==> config.mk <==
export PLATFORM = sky130hd
export DESIGN_NAME = pwr_halt_ctrl
export DESIGN_NICKNAME = d
export VERILOG_FILES = /design/src/rtl/pwr_halt_pkg.sv /design/src/rtl/pwr_stab_counter.sv /design/src/rtl/pwr_mode_fsm.sv /design/src/rtl/pwr_clk_dec.sv /design/src/rtl/pwr_halt_ctrl.sv
export SDC_FILE = /design/constraint.sdc
export NUM_CORES = 1
export LEC_CHECK = 0
export ABC_AREA = 1
export BUFFER_PORTS_ARGS = -buffer_cell sky130_fd_sc_hd__buf_2
export CAP_MARGIN = 20
export CORE_UTILIZATION = 57
export DETAILED_ROUTE_END_ITERATION = 16
export GPL_ROUTABILITY_DRIVEN = 0
export PLACE_DENSITY_LB_ADDON = 0.1
export SYNTH_ARGS = -nofsm -noshare
export SYNTH_HDL_FRONTEND = slang
export SYNTH_SLANG_ARGS = --single-unit
==> constraint.sdc <==
create_clock -name clk -period 2.8 [get_ports clk]
set_input_delay 0.14 -clock clk [delete_from_list [all_inputs] [get_ports clk]]
set_output_delay 0.14 -clock clk [all_outputs]
set_load 0.01 [all_outputs]
==> src/rtl/pwr_halt_pkg.sv <==
// Package: state encoding and wake-cause type shared by the controller parts.
// Assumes: four states only; the one-hot bit order is fixed by the top's port.
package pwr_halt_pkg;

    typedef enum logic [1:0] {
        ST_RUN   = 2'd0,
        ST_HALT  = 2'd1,
        ST_AHALT = 2'd2,
        ST_STAB  = 2'd3
    } pwr_state_t;

    typedef enum logic {
        CAUSE_IRQ = 1'b0,
        CAUSE_RST = 1'b1
    } wake_cause_t;

    localparam logic [1:0] IMASK_ENABLED = 2'b10;

endpackage

==> src/rtl/pwr_stab_counter.sv <==
// Stabilization down-counter. A load selects the short or long length and
// sets the count to length-1. The counter then counts down to zero and holds.
// Assumes: DLY_LONG >= DLY_SHORT >= 2; load overrides counting.
module pwr_stab_counter #(
    parameter int DLY_SHORT = 256,
    parameter int DLY_LONG  = 4096,
    localparam int CNT_W    = $clog2(DLY_LONG)
) (
    input  logic clk,
    input  logic rst_n,
    input  logic load,
    input  logic long_sel,
    output logic done
);
    localparam logic [CNT_W-1:0] LOAD_SHORT = CNT_W'(DLY_SHORT - 1);
    localparam logic [CNT_W-1:0] LOAD_LONG  = CNT_W'(DLY_LONG - 1);

    logic [CNT_W-1:0] cnt_q;

    // Load, count down, or hold at zero.
    always_ff @(posedge clk) begin
        if (!rst_n) begin
            cnt_q <= '0;
        end else if (load) begin
            cnt_q <= long_sel ? LOAD_LONG : LOAD_SHORT;
        end else if (cnt_q != '0) begin
            cnt_q <= cnt_q - 1'b1;
        end
    end

    // Terminal count flag.
    always_comb done = (cnt_q == '0);

endmodule

==> src/rtl/pwr_mode_fsm.sv <==
// Mode sequencer: chooses the next state from the core's halt strobe,
// the wake sources and the counter, and registers the one-cycle requests.
// Assumes: inputs are synchronous to clk; rst_req has the highest priority.
module pwr_mode_fsm
    import pwr_halt_pkg::*;
(
    input  logic       clk,
    input  logic       rst_n,
    input  logic       halt_exec,
    input  logic       osc_ie,
    input  logic       ext_irq,
    input  logic       rtc_irq,
    input  logic       rst_req,
    input  logic       wdg_active,
    input  logic       cnt_done,
    output logic       cnt_load,
    output pwr_state_t state,
    output logic       imask_force,
    output logic       irq_svc_req,
    output logic       rst_vec_req,
    output logic       wdg_rst_req
);
    pwr_state_t  state_q, state_d;
    wake_cause_t cause_q, cause_d;
    logic force_d, svc_d, vec_d, wdg_d;
    logic force_q, svc_q, vec_q, wdg_q;

    // Next-state, cause, counter-load and request decisions.
    always_comb begin
        state_d  = state_q;
        cause_d  = cause_q;
        cnt_load = 1'b0;
        force_d  = 1'b0;
        svc_d    = 1'b0;
        vec_d    = 1'b0;
        wdg_d    = 1'b0;
        if (rst_req) begin
            state_d  = ST_STAB;
            cause_d  = CAUSE_RST;
            cnt_load = 1'b1;
        end else begin
            unique case (state_q)
                ST_RUN: begin
                    if (halt_exec) begin
                        if (osc_ie) begin
                            state_d = ST_AHALT;
                            force_d = 1'b1;
                        end else if (wdg_active) begin
                            wdg_d = 1'b1;
                        end else begin
                            state_d = ST_HALT;
                        end
                    end
                end
                ST_AHALT: begin
                    if (ext_irq || rtc_irq) begin
                        state_d = ST_RUN;
                        svc_d   = 1'b1;
                    end else if (!osc_ie) begin
                        state_d = ST_HALT;
                    end
                end
                ST_HALT: begin
                    if (ext_irq) begin
                        state_d  = ST_STAB;
                        cause_d  = CAUSE_IRQ;
                        cnt_load = 1'b1;
                    end
                end
                ST_STAB: begin
                    if (cnt_done) begin
                        state_d = ST_RUN;
                        svc_d   = (cause_q == CAUSE_IRQ);
                        vec_d   = (cause_q == CAUSE_RST);
                    end
                end
                default: state_d = ST_RUN;
            endcase
        end
    end

    // State, cause and request registers.
    always_ff @(posedge clk) begin
        if (!rst_n) begin
            state_q <= ST_RUN;
            cause_q <= CAUSE_RST;
            force_q <= 1'b0;
            svc_q   <= 1'b0;
            vec_q   <= 1'b0;
            wdg_q   <= 1'b0;
        end else begin
            state_q <= state_d;
            cause_q <= cause_d;
            force_q <= force_d;
            svc_q   <= svc_d;
            vec_q   <= vec_d;
            wdg_q   <= wdg_d;
        end
    end

    // Registered outputs.
    always_comb begin
        state       = state_q;
        imask_force = force_q;
        irq_svc_req = svc_q;
        rst_vec_req = vec_q;
        wdg_rst_req = wdg_q;
    end

endmodule

==> src/rtl/pwr_clk_dec.sv <==
// Clock-enable and one-hot decoder driven only by the registered state,
// so its outputs can change only when the state changes.
// Assumes: one-hot order {stabilize, active halt, halt, run}.
module pwr_clk_dec
    import pwr_halt_pkg::*;
#(
    parameter int NUM_ST = 4
) (
    input  pwr_state_t        state,
    input  logic              imask_force,
    output logic              osc_en,
    output logic              tmr_en,
    output logic              cpu_en,
    output logic              per_en,
    output logic [1:0]        imask_val,
    output logic [NUM_ST-1:0] state_onehot
);
    // One bit per state code.
    for (genvar g = 0; g < NUM_ST; g++) begin : g_onehot
        assign state_onehot[g] = (state == pwr_state_t'(g));
    end

    // Per-state clock enables.
    always_comb begin
        osc_en = 1'b0;
        tmr_en = 1'b0;
        cpu_en = 1'b0;
        per_en = 1'b0;
        unique case (state)
            ST_RUN:   begin osc_en = 1'b1; tmr_en = 1'b1; cpu_en = 1'b1; per_en = 1'b1; end
            ST_AHALT: begin osc_en = 1'b1; tmr_en = 1'b1; end
            ST_STAB:  begin osc_en = 1'b1; end
            default:  ;
        endcase
    end

    // Mask value accompanies the force strobe.
    always_comb imask_val = imask_force ? IMASK_ENABLED : 2'b00;

endmodule

==> src/rtl/pwr_halt_ctrl.sv <==
// Top level: halt / active-halt power controller. It connects the mode
// sequencer, the stabilization counter and the clock-enable decoder.
// Assumes: a single clock domain; rst_n is synchronous and active low.
module pwr_halt_ctrl #(
    parameter int DLY_SHORT = 256,
    parameter int DLY_LONG  = 4096
) (
    input  logic       clk,
    input  logic       rst_n,
    input  logic       halt_exec,
    input  logic       osc_ie,
    input  logic       ext_irq,
    input  logic       rtc_irq,
    input  logic       rst_req,
    input  logic       wdg_active,
    input  logic       dly_long_sel,
    output logic       osc_en,
    output logic       tmr_en,
    output logic       cpu_en,
    output logic       per_en,
    output logic       imask_force,
    output logic [1:0] imask_val,
    output logic       irq_svc_req,
    output logic       rst_vec_req,
    output logic       wdg_rst_req,
    output logic [3:0] state_onehot
);
    import pwr_halt_pkg::*;

    pwr_state_t state;
    logic       cnt_load;
    logic       cnt_done;

    pwr_mode_fsm u_fsm (
        .clk         (clk),
        .rst_n       (rst_n),
        .halt_exec   (halt_exec),
        .osc_ie      (osc_ie),
        .ext_irq     (ext_irq),
        .rtc_irq     (rtc_irq),
        .rst_req     (rst_req),
        .wdg_active  (wdg_active),
        .cnt_done    (cnt_done),
        .cnt_load    (cnt_load),
        .state       (state),
        .imask_force (imask_force),
        .irq_svc_req (irq_svc_req),
        .rst_vec_req (rst_vec_req),
        .wdg_rst_req (wdg_rst_req)
    );

    pwr_stab_counter #(
        .DLY_SHORT (DLY_SHORT),
        .DLY_LONG  (DLY_LONG)
    ) u_cnt (
        .clk      (clk),
        .rst_n    (rst_n),
        .load     (cnt_load),
        .long_sel (dly_long_sel),
        .done     (cnt_done)
    );

    pwr_clk_dec #(
        .NUM_ST (4)
    ) u_dec (
        .state        (state),
        .imask_force  (imask_force),
        .osc_en       (osc_en),
        .tmr_en       (tmr_en),
        .cpu_en       (cpu_en),
        .per_en       (per_en),
        .imask_val    (imask_val),
        .state_onehot (state_onehot)
    );

endmodule

==> summary.txt, run 1 <==
Share of cells above drive strength 1: 20.7%
Grt ovf: 0
Sequential area share after synthesis: 35.2%
Post-synthesis simple-gate area fraction: 37.5%
Core Rows: 15
CTS Root Cell: clkbuf_4
Startpoint Class: flip-flop
CTS Sinks: 19
Hold bufs inserted after CTS: 0
Syn avg cell area: 6.58 um2
Final Skew: 0.00412 ns
Setup TNS Final: 0 ns
Worst-path fanout max: 8
Final WL: 2.31 mm
Number of diodes: 0
Area of all placed cells without fillers: 1200 um2
Via density: 5.24
Peak supply drop: 0.398 mV
Post-Synth Adder-Cell Area: 2.32%
Port buffer count: 21
Syn_nets: 175
Crit path max-delay family: simple AND/OR/NAND/NOR gates
Pleak: 0.626 nW
Top cell type's share of synthesized area: 35.2%
Outcome: complete, no violations
ANT nets after route: 0
CP Class: flip-flop to flip-flop
Period utilization: 50.9%
RSZ-0062 raised after global routing: false
Core Box Area: 1750 um2
Max cap viols: 0
# DRC: 0
Area Overhead vs Synth: 11.4%
Post-CTS Setup Bufs: 0
Top_reg_cell synth: dfxtp_1
Placed instance area: 1170 um2
Clk_lat worst skew: 0.30 ns
Combinational family with the most area after synthesis: simple AND/OR/NAND/NOR gates
Routed WL per cell: 11.1 um
Initial Util: 61.9%
CTS tree: built
Ys Warns: 0
Multiplexer area fraction after synthesis: 0%
1st-pass router iterations: 5
Synth area leaders: dfxtp_1 (35%), nand2_1 (11%), nand3_1 (9.3%)
F_max: 702 MHz
Yosys top cell by area: dfxtp_1
PwrDens: 514 nW/um2
Arrival @ worst endpoint: 1.62 ns
Via count: 1096
Final setup viols: 0
Die Span Y: 45.5 um
CP max-delay cell: dfxtp_1
Final hold vios: 0
CP cell instances: inv_1 -> ha_1 -> nand2_1 -> nor2_1 -> nand2_2 -> inv_1 -> nand2_2 -> nand2_2 -> a21oi_1
CTS resizes: 0
CP peak stage delay: 0.31 ns
HP Class: input pin to flip-flop
Worst-path clk slew: 0.11 ns
Most frequent cell after synthesis: nand2_1
Synth Area in XOR/XNOR: 0%
Post-Syn Area: 1080 um2
Buf/Inv on CP: 2
Ys async rst share: 0%
# IOs: 23
Post-DP HPWL: 1.80 mm
Final slew viol count: 0
Post-synth EDFFs: 0
Seq cells post-synth: 19
Final net count: 196
Yosys cell types: 22
Total global-route track usage: 24.9%
CP Capture Type: flip-flop
Clk buf depth: 2
Vias in the first global route: 880
H-tree levels: 1
Die area: 2070 um2
CP most frequent cell: nand2_2
Critical path required time: 3.00 ns
Mapped Cells: 164
Total CTS buffers: 3
Final worst path period need: 1.43 ns
Commonest cells post-synth: nand2_1 (31), inv_1 (24), nor2_1 (21), nand3_1 (20), dfxtp_1 (19)
Initial drt markers: 58
Pin count of the biggest net entering global routing: 12
Initial antenna violation count: 0
Die width: 45.5 um
Global-route wire length before repair: 3.68 mm
Compound-gate portion of the synthesized area: 11.7%
## layout by cell type, fill, tap and decap left out, types with 2 or more instances in the layout
cell | synthesis | routed
a21oi_1 | 13 | 13
a31oi_1 | 4 | 4
buf_2 | 0 | 21
clkbuf_4 | 0 | 3
dfxtp_1 | 19 | 19
ha_1 | 2 | 2
inv_1 | 24 | 24
inv_2 | 2 | 2
nand2_1 | 31 | 31
nand2_2 | 5 | 5
nand3_1 | 20 | 20
nand4_1 | 5 | 5
nor2_1 | 21 | 21
nor2_2 | 2 | 2
o21ai_0 | 4 | 4
## worst register-to-register path, cell delays in order (launching register included)
cell	delay [ns]
dfxtp_1	0.31
inv_1	0.15
ha_1	0.21
nand2_1	0.06
nor2_1	0.12
nand2_2	0.14
inv_1	0.12
nand2_2	0.07
nand2_2	0.09
a21oi_1	0.04
## final cells by class
| type | instances | area (um2) |
|---|---|---|
| multi-input combinational | 114 | 561 |
| sequential | 19 | 380 |
| fill | 163 | 543 |
| inverter | 26 | 97.6 |
| tap | 25 | 31.3 |
| timing repair buffer | 21 | 105 |
| clock inverter | 1 | 5.00 |
| clock buffer | 3 | 22.5 |
## worst paths after layout
path                            cells after the start      startpoint  slack, ns             end
worst max-delay path                                9  u_cnt.cnt_q[0]       1.37  u_cnt.cnt_q[9]
worst min-delay path                                3         rst_req       0.07   u_fsm.cause_q
worst max register to register                      9  u_cnt.cnt_q[0]       1.37  u_cnt.cnt_q[9]
worst min register to register                      2   u_fsm.cause_q       0.47   u_fsm.cause_q
## cell families (layout without fill, tap and decap cells)
family                     count (synthesis)  in the layout
adders and majority gates                  2              2
other                                      1              1
buffers and inverters                     31             51
AOI/OAI and AO/OA                         23             23
and+or+nand+nor                           88             88
DFF                                       19             19
## metrics by stage
step / hold WS, ns / setup slack [ns] / total power [W] / cells / util, %
after detailed placement: 0.392 / 1.41 / 0.000479 / 205 / 67.3
after floorplan: 0.261 / 1.52 / 0.000441 / 164 / -
after global routing: 0.0766 / 1.21 / 0.000658 / 209 / 68.9
final: 0.0695 / 1.37 / 0.000619 / 209 / 68.9
after CTS: 0.0677 / 1.39 / 0.000618 / 209 / 68.9
after global placement: 0.376 / 1.43 / 0.000475 / 205 / 67.3
## flip-flops by register name, indices dropped and copies added, names as in the netlist
name and cells:
u_fsm.wdg_rst_req 1, u_fsm.state 2, u_fsm.imask_force 1, u_fsm.rst_vec_req 1, u_cnt.cnt_q 12, u_fsm.cause_q 1
u_fsm.irq_svc_req 1
## where the power goes
group | total [W] | leakage, nW | internal (W) | switching, W
Combinational | 0.000165 | 0.451 | 0.0000585 | 0.000107
Clock | 0.000143 | 0.0177 | 0.0000533 | 0.0000895
Sequential | 0.000311 | 0.158 | 0.000292 | 0.0000189
Total | 0.000619 | 0.626 | 0.000404 | 0.000215
## routing by layer
layer	wire length, um	track usage, %	share of wire, %
met1	1080	35.7	47
met2	1070	36.3	46
met3	139	5.16	6.0
met4	21	9.09	0.91
met5	0	0	0
Note: power is estimated with default switching activity, not from simulation.
==> inputs of run 2 (changes only) <==
--- a/config.mk
+++ b/config.mk
@@ -8,7 +8,7 @@
 export ABC_AREA = 1
 export BUFFER_PORTS_ARGS = -buffer_cell sky130_fd_sc_hd__buf_2
 export CAP_MARGIN = 20
-export CORE_UTILIZATION = 57
+export CORE_UTILIZATION = 47
 export DETAILED_ROUTE_END_ITERATION = 16
 export GPL_ROUTABILITY_DRIVEN = 0
 export PLACE_DENSITY_LB_ADDON = 0.1
==> constraint.sdc (replaced) <==
create_clock -name clk -period 1.2 [get_ports clk]
set_input_delay 0.06 -clock clk [delete_from_list [all_inputs] [get_ports clk]]
set_output_delay 0.06 -clock clk [all_outputs]
set_load 0.01 [all_outputs]
==> summary.txt, run 2 (synthesis gave the netlist of run 1 again) <==
Outcome: finished with violations
Violated checks: negative hold slack, negative setup slack
CP Class: flip-flop to flip-flop
F_max: 781 MHz
Final setup margin: -0.0797 ns
WHS: -0.00697 ns
Startpoint Class: flip-flop
Area Overhead vs Synth: 54.2%
Final WL: 3.31 mm
CP Capture Type: flip-flop
Clk buf depth: 2
ANT nets after route: 0
Global-route wire length before repair: 4.62 mm
Peak supply drop: 1.13 mV
Largest register FFs: 12
Pleak: 0.792 nW
Final setup viols: 16
Crit path max-delay family: simple AND/OR/NAND/NOR gates
Final worst path period need: 1.28 ns
Commonest non-fill, non-tap cells in the layout: nand2_1 (25), buf_4 (23), buf_2 (20)
1st-pass router iterations: 4
Vias in the first global route: 1066
Pin count of the biggest net entering global routing: 12
H-tree levels: 1
Most common cell after layout, fill and taps aside: nand2_1
Worst-path clk slew: 0.13 ns
Share of cells above drive strength 1: 52.9%
Clk_lat worst skew: 0.32 ns
CP cell instances: nor2_4 -> nand2_4 -> nor2_4 -> nand2_4 -> nand2_4 -> nand2_2 -> nand3_2 -> nand2_1 -> nor2_1
Via density: 5.38
Initial antenna violation count: 0
# IOs: 23
Post-DP HPWL: 2.02 mm
Initial Util: 52.4%
Number of diodes: 0
HP Class: input pin to flip-flop
Buf/Inv on CP: 0
Total global-route track usage: 23.9%
Arrival @ worst endpoint: 1.53 ns
CTS Sinks: 19
Worst-path fanout max: 6
Setup TNS Final: -0.665 ns
Die width: 49.9 um
Die Span Y: 49.9 um
RSZ-0062 raised after global routing: true
Routed WL per cell: 14.0 um
Total CTS buffers: 3
Initial drt markers: 46
Most flops, register: u_cnt.cnt_q
CP most frequent cell: nand2_4
CP peak stage delay: 0.37 ns
Final slew viol count: 0
Via count: 1275
Final hold vios: 1
Layout fillers: 111
CTS Root Cell: clkbuf_4
Final Skew: 0.0143 ns
CP max-delay cell: dfxtp_2
PwrDens: 1070 nW/um2
CTS tree: built
Critical path required time: 1.46 ns
Final net count: 222
Port buffer count: 21
Core Box Area: 2060 um2
Pre-CTS WS: -0.119 ns
Die area: 2490 um2
# DRC: 0
Period utilization: 107%
Grt ovf: 0
Max cap viols: 0
Core Rows: 16
==> run 2: cell count changes in the layout (fill, tap and decap cells not counted), sizes merged <==
cell,delta
buf,+25
dlygate4sd3,+1
==> run 2: cell type report <==
type,instances,area (um2),share of cell area (%)
Timing Repair Buffer,47,325,19.5
Sequential cell,19,397,23.8
Tap cell,27,33.8,2.03
Clock buffer,3,22.5,1.35
Multi-Input combinational cell,114,772,46.4
Clock inverter,1,5.00,0.301
Inverter,26,110,6.61
==> run 2: where the power goes <==
part	switching, W	internal (W)
sequential	0.0000647	0.000688
combinational	0.000382	0.000296
clock	0.000233	0.000125
total	0.000680	0.00111
==> run 2: metrics by stage <==
step / hold slack [ns] / utilization, % / std cells / total power (W) / instance area [um2]
2_1_floorplan: 0.181 / - / 164 / 0.00103 / 1080
3_3_place_gp: 0.302 / 63.8 / 225 / 0.00119 / 1320
3_5_place_dp: 0.316 / 63.8 / 225 / 0.00120 / 1320
4_1_cts: 0.0155 / 71.2 / 236 / 0.00160 / 1470
5_1_grt: 0.000223 / 80.8 / 237 / 0.00188 / 1670
6_report: -0.00697 / 80.8 / 237 / 0.00179 / 1670
==> run 2: worst paths after layout <==
kind | startpoint | to | slack [ns] | cells after the start
max | u_cnt.cnt_q[5] | u_fsm.state[1] | -0.08 | 9
min | dly_long_sel | u_cnt.cnt_q[8] | -0.007 | 3
max reg2reg | u_cnt.cnt_q[5] | u_fsm.state[1] | -0.08 | 9
min reg2reg | u_fsm.cause_q | u_fsm.rst_vec_req | 0.50 | 2
==> run 2: worst min-delay path, delay by kind of cell <==
family	cells	cell delay, ns
buffers and inverters	1	0.11
AOI/OAI and AO/OA	1	0.07
and+or+nand+nor	1	0.06
==> run 2: repair_timing <==
action / in CTS / in global routing
pin swaps: 9 / 12
hold endpoints to repair: 1 / 0
endpoints found under the setup margin: 19 / 20
resized for setup: 24 / 49
setup buffers: 6 / 1
hold buffers: 1 / 0
==> run 2: routing by layer <==
metal,vias up,part of all wire [%],GRT usage (%)
li1,625,-,-
met1,598,43,31.3
met2,41,51,40.5
met3,11,3.8,3.70
met4,0,2.7,5.71
met5,-,0,0
==> inputs of run 3 (changes only) <==
--- a/config.mk
+++ b/config.mk
@@ -8,10 +8,11 @@
 export ABC_AREA = 1
 export BUFFER_PORTS_ARGS = -buffer_cell sky130_fd_sc_hd__buf_2
 export CAP_MARGIN = 20
-export CORE_UTILIZATION = 47
+export CORE_UTILIZATION = 49
 export DETAILED_ROUTE_END_ITERATION = 16
 export GPL_ROUTABILITY_DRIVEN = 0
 export PLACE_DENSITY_LB_ADDON = 0.1
 export SYNTH_ARGS = -nofsm -noshare
 export SYNTH_HDL_FRONTEND = slang
+export SYNTH_HIERARCHICAL = 1
 export SYNTH_SLANG_ARGS = --single-unit
==> summary.txt, run 3 <==
Most frequent cell after synthesis: nand2_1
Violated checks: negative setup slack
Buf/Inv on CP: 4
Clk buf depth: 2
Core Rows: 17
Final worst path period need: 1.44 ns
Largest register FFs: 12
Number of diodes: 0
Design Power: 0.00179 W
Peak supply drop: 0.716 mV
Multiplexer area fraction after synthesis: 0%
Total global-route track usage: 25.6%
Layout fillers: 161
CP peak stage delay: 0.39 ns
Yosys top cell by area: dfxtp_1
Syn_nets: 193
Final WL: 3.51 mm
Critical path required time: 1.41 ns
Share of cells above drive strength 1: 52.9%
Final Skew: 0.00903 ns
Core Box Area: 2300 um2
Period utilization: 120%
WHS: 0.00958 ns
Commonest non-fill, non-tap cells in the layout: buf_4 (28), nand2_1 (25), buf_2 (21)
Final hold vios: 0
Total CTS buffers: 3
HP Class: input pin to flip-flop
Ys async rst share: 0%
Post-synthesis simple-gate area fraction: 42.5%
Via density: 5.19
Die width: 52.2 um
Pleak: 0.921 nW
Clk_lat worst skew: 0.30 ns
Port buffer count: 21
Combinational family with the most area after synthesis: simple AND/OR/NAND/NOR gates
CP Class: flip-flop to flip-flop
Vias in the first global route: 1298
Final net count: 252
Arrival @ worst endpoint: 1.65 ns
RSZ-0062 raised after global routing: true
Die Span Y: 52.2 um
Worst-path clk slew: 0.13 ns
Via count: 1392
Synth area leaders: dfxtp_1 (31%), nand2_1 (9.4%), inv_1 (7.0%)
Mapped Cells: 182
Synth Area in XOR/XNOR: 0%
Final setup viols: 14
Grt ovf: 0
Startpoint Class: flip-flop
CTS Sinks: 19
Yosys cell types: 32
Most flops, register: u_cnt/cnt_q
Die area: 2720 um2
# DRC: 0
CTS Root Cell: clkbuf_4
Post-synth EDFFs: 0
Pin count of the biggest net entering global routing: 12
Final setup margin: -0.241 ns
Area Overhead vs Synth: 49.3%
Post-DP HPWL: 2.41 mm
Post-Synth Adder-Cell Area: 2.03%
Compound-gate portion of the synthesized area: 11.2%
Most common cell after layout, fill and taps aside: buf_4
Top_reg_cell synth: dfxtp_1
ANT nets after route: 0
Initial Util: 53.7%
CP cell instances: inv_4 -> ha_4 -> nand2_4 -> nor2_4 -> buf_4 -> buf_6 -> a21oi_4 -> nand3_2 -> nand2_1 -> inv_1
Max cap viols: 0
PwrDens: 973 nW/um2
Post-Syn Area: 1230 um2
Pre-CTS WS: -0.190 ns
Global-route wire length before repair: 5.08 mm
Worst-path fanout max: 5
Routed WL per cell: 13.1 um
Final slew viol count: 0
Top cell type's share of synthesized area: 30.8%
Setup TNS Final: -1.90 ns
CP max-delay cell: dfxtp_2
Commonest cells post-synth: nand2_1 (31), inv_1 (23), nor2_1 (22), dfxtp_1 (19), nand3_1 (13)
CTS tree: built
1st-pass router iterations: 4
Initial antenna violation count: 0
CP Capture Type: flip-flop
Outcome: finished with violations
F_max: 694 MHz
Ys Warns: 6
Crit path max-delay family: flip-flops
H-tree levels: 1
Syn avg cell area: 6.78 um2
Initial drt markers: 46
# IOs: 23
Seq cells post-synth: 19
Sequential area share after synthesis: 30.8%
## run 3: changes by cell type after synthesis, sizes merged, moves of 2 or more
cell    delta
a21oi      -4
nor2       +7
inv        +3
nand2      +4
nor3       +4
and2       +2
nand3      -4
nand3b     +2
clkinv     +2
nand4      -2
o21ai      +3
## run 3: final cells by class
| type | count | area (um2) | area share [%] |
|---|---|---|---|
| clock buffers | 3 | 22.5 | 1.22 |
| inverters | 31 | 128 | 6.93 |
| multi-input cells | 127 | 832 | 45.2 |
| well taps | 28 | 35.0 | 1.90 |
| repair buffers | 59 | 433 | 23.5 |
| clock inverters | 1 | 5.00 | 0.272 |
| flip-flops and latches | 19 | 387 | 21.0 |
## run 3: cell families (layout without fill, tap and decap cells)
family / Yosys count / in the layout
AOI/OAI and AO/OA: 22 / 22
other: 1 / 1
and+or+nand+nor: 102 / 102
adders and majority gates: 2 / 2
DFF: 19 / 19
buffers and inverters: 36 / 94
## run 3: tightest hold or removal path: stages
cell	delay, ns
buf_2	0.13
nand2_1	0.06
a21oi_1	0.03
## run 3: path summary, 6_finish.rpt
path | startpoint | endpoint | slack (ns) | depth (start not counted)
worst max-delay path | u_cnt/cnt_q[0] | u_cnt/cnt_q[10] | -0.24 | 10
worst min-delay path | rst_n | u_cnt/cnt_q[1] | 0.01 | 3
worst max register to register | u_cnt/cnt_q[0] | u_cnt/cnt_q[10] | -0.24 | 10
worst min register to register | u_fsm/cause_q | u_fsm/cause_q | 0.53 | 2
## run 3: per-stage QoR
step                      cell area, um2  instances  utilization (%)
after global routing                1840        268             80.2
after CTS                           1720        265             74.8
after floorplan                     1280        182                -
after global placement              1610        255             70.3
after detailed placement            1610        255             70.3
final                               1840        268             80.2
## run 3: repair_timing
action,CTS,global route
gates resized for setup,6,28
endpoints found under the setup margin,14,21
setup buffers,3,3
hold endpoints to repair,3,0
pin swaps,9,13
hold buffers,3,0
## run 3: report_power, final
part	total [W]	switching [W]	internal (W)
Clock	0.000343	0.000219	0.000124
Sequential	0.000716	0.0000350	0.000681
Combinational	0.000732	0.000408	0.000323
Total	0.00179	0.000663	0.00113
## run 3: per-layer routing
metal / part of all wire (%) / global-route usage (%)
met1: 39 / 23.4
met5: 0 / 0
met3: 2.1 / 2.03
met2: 57 / 54.5
met4: 2.5 / 12.3
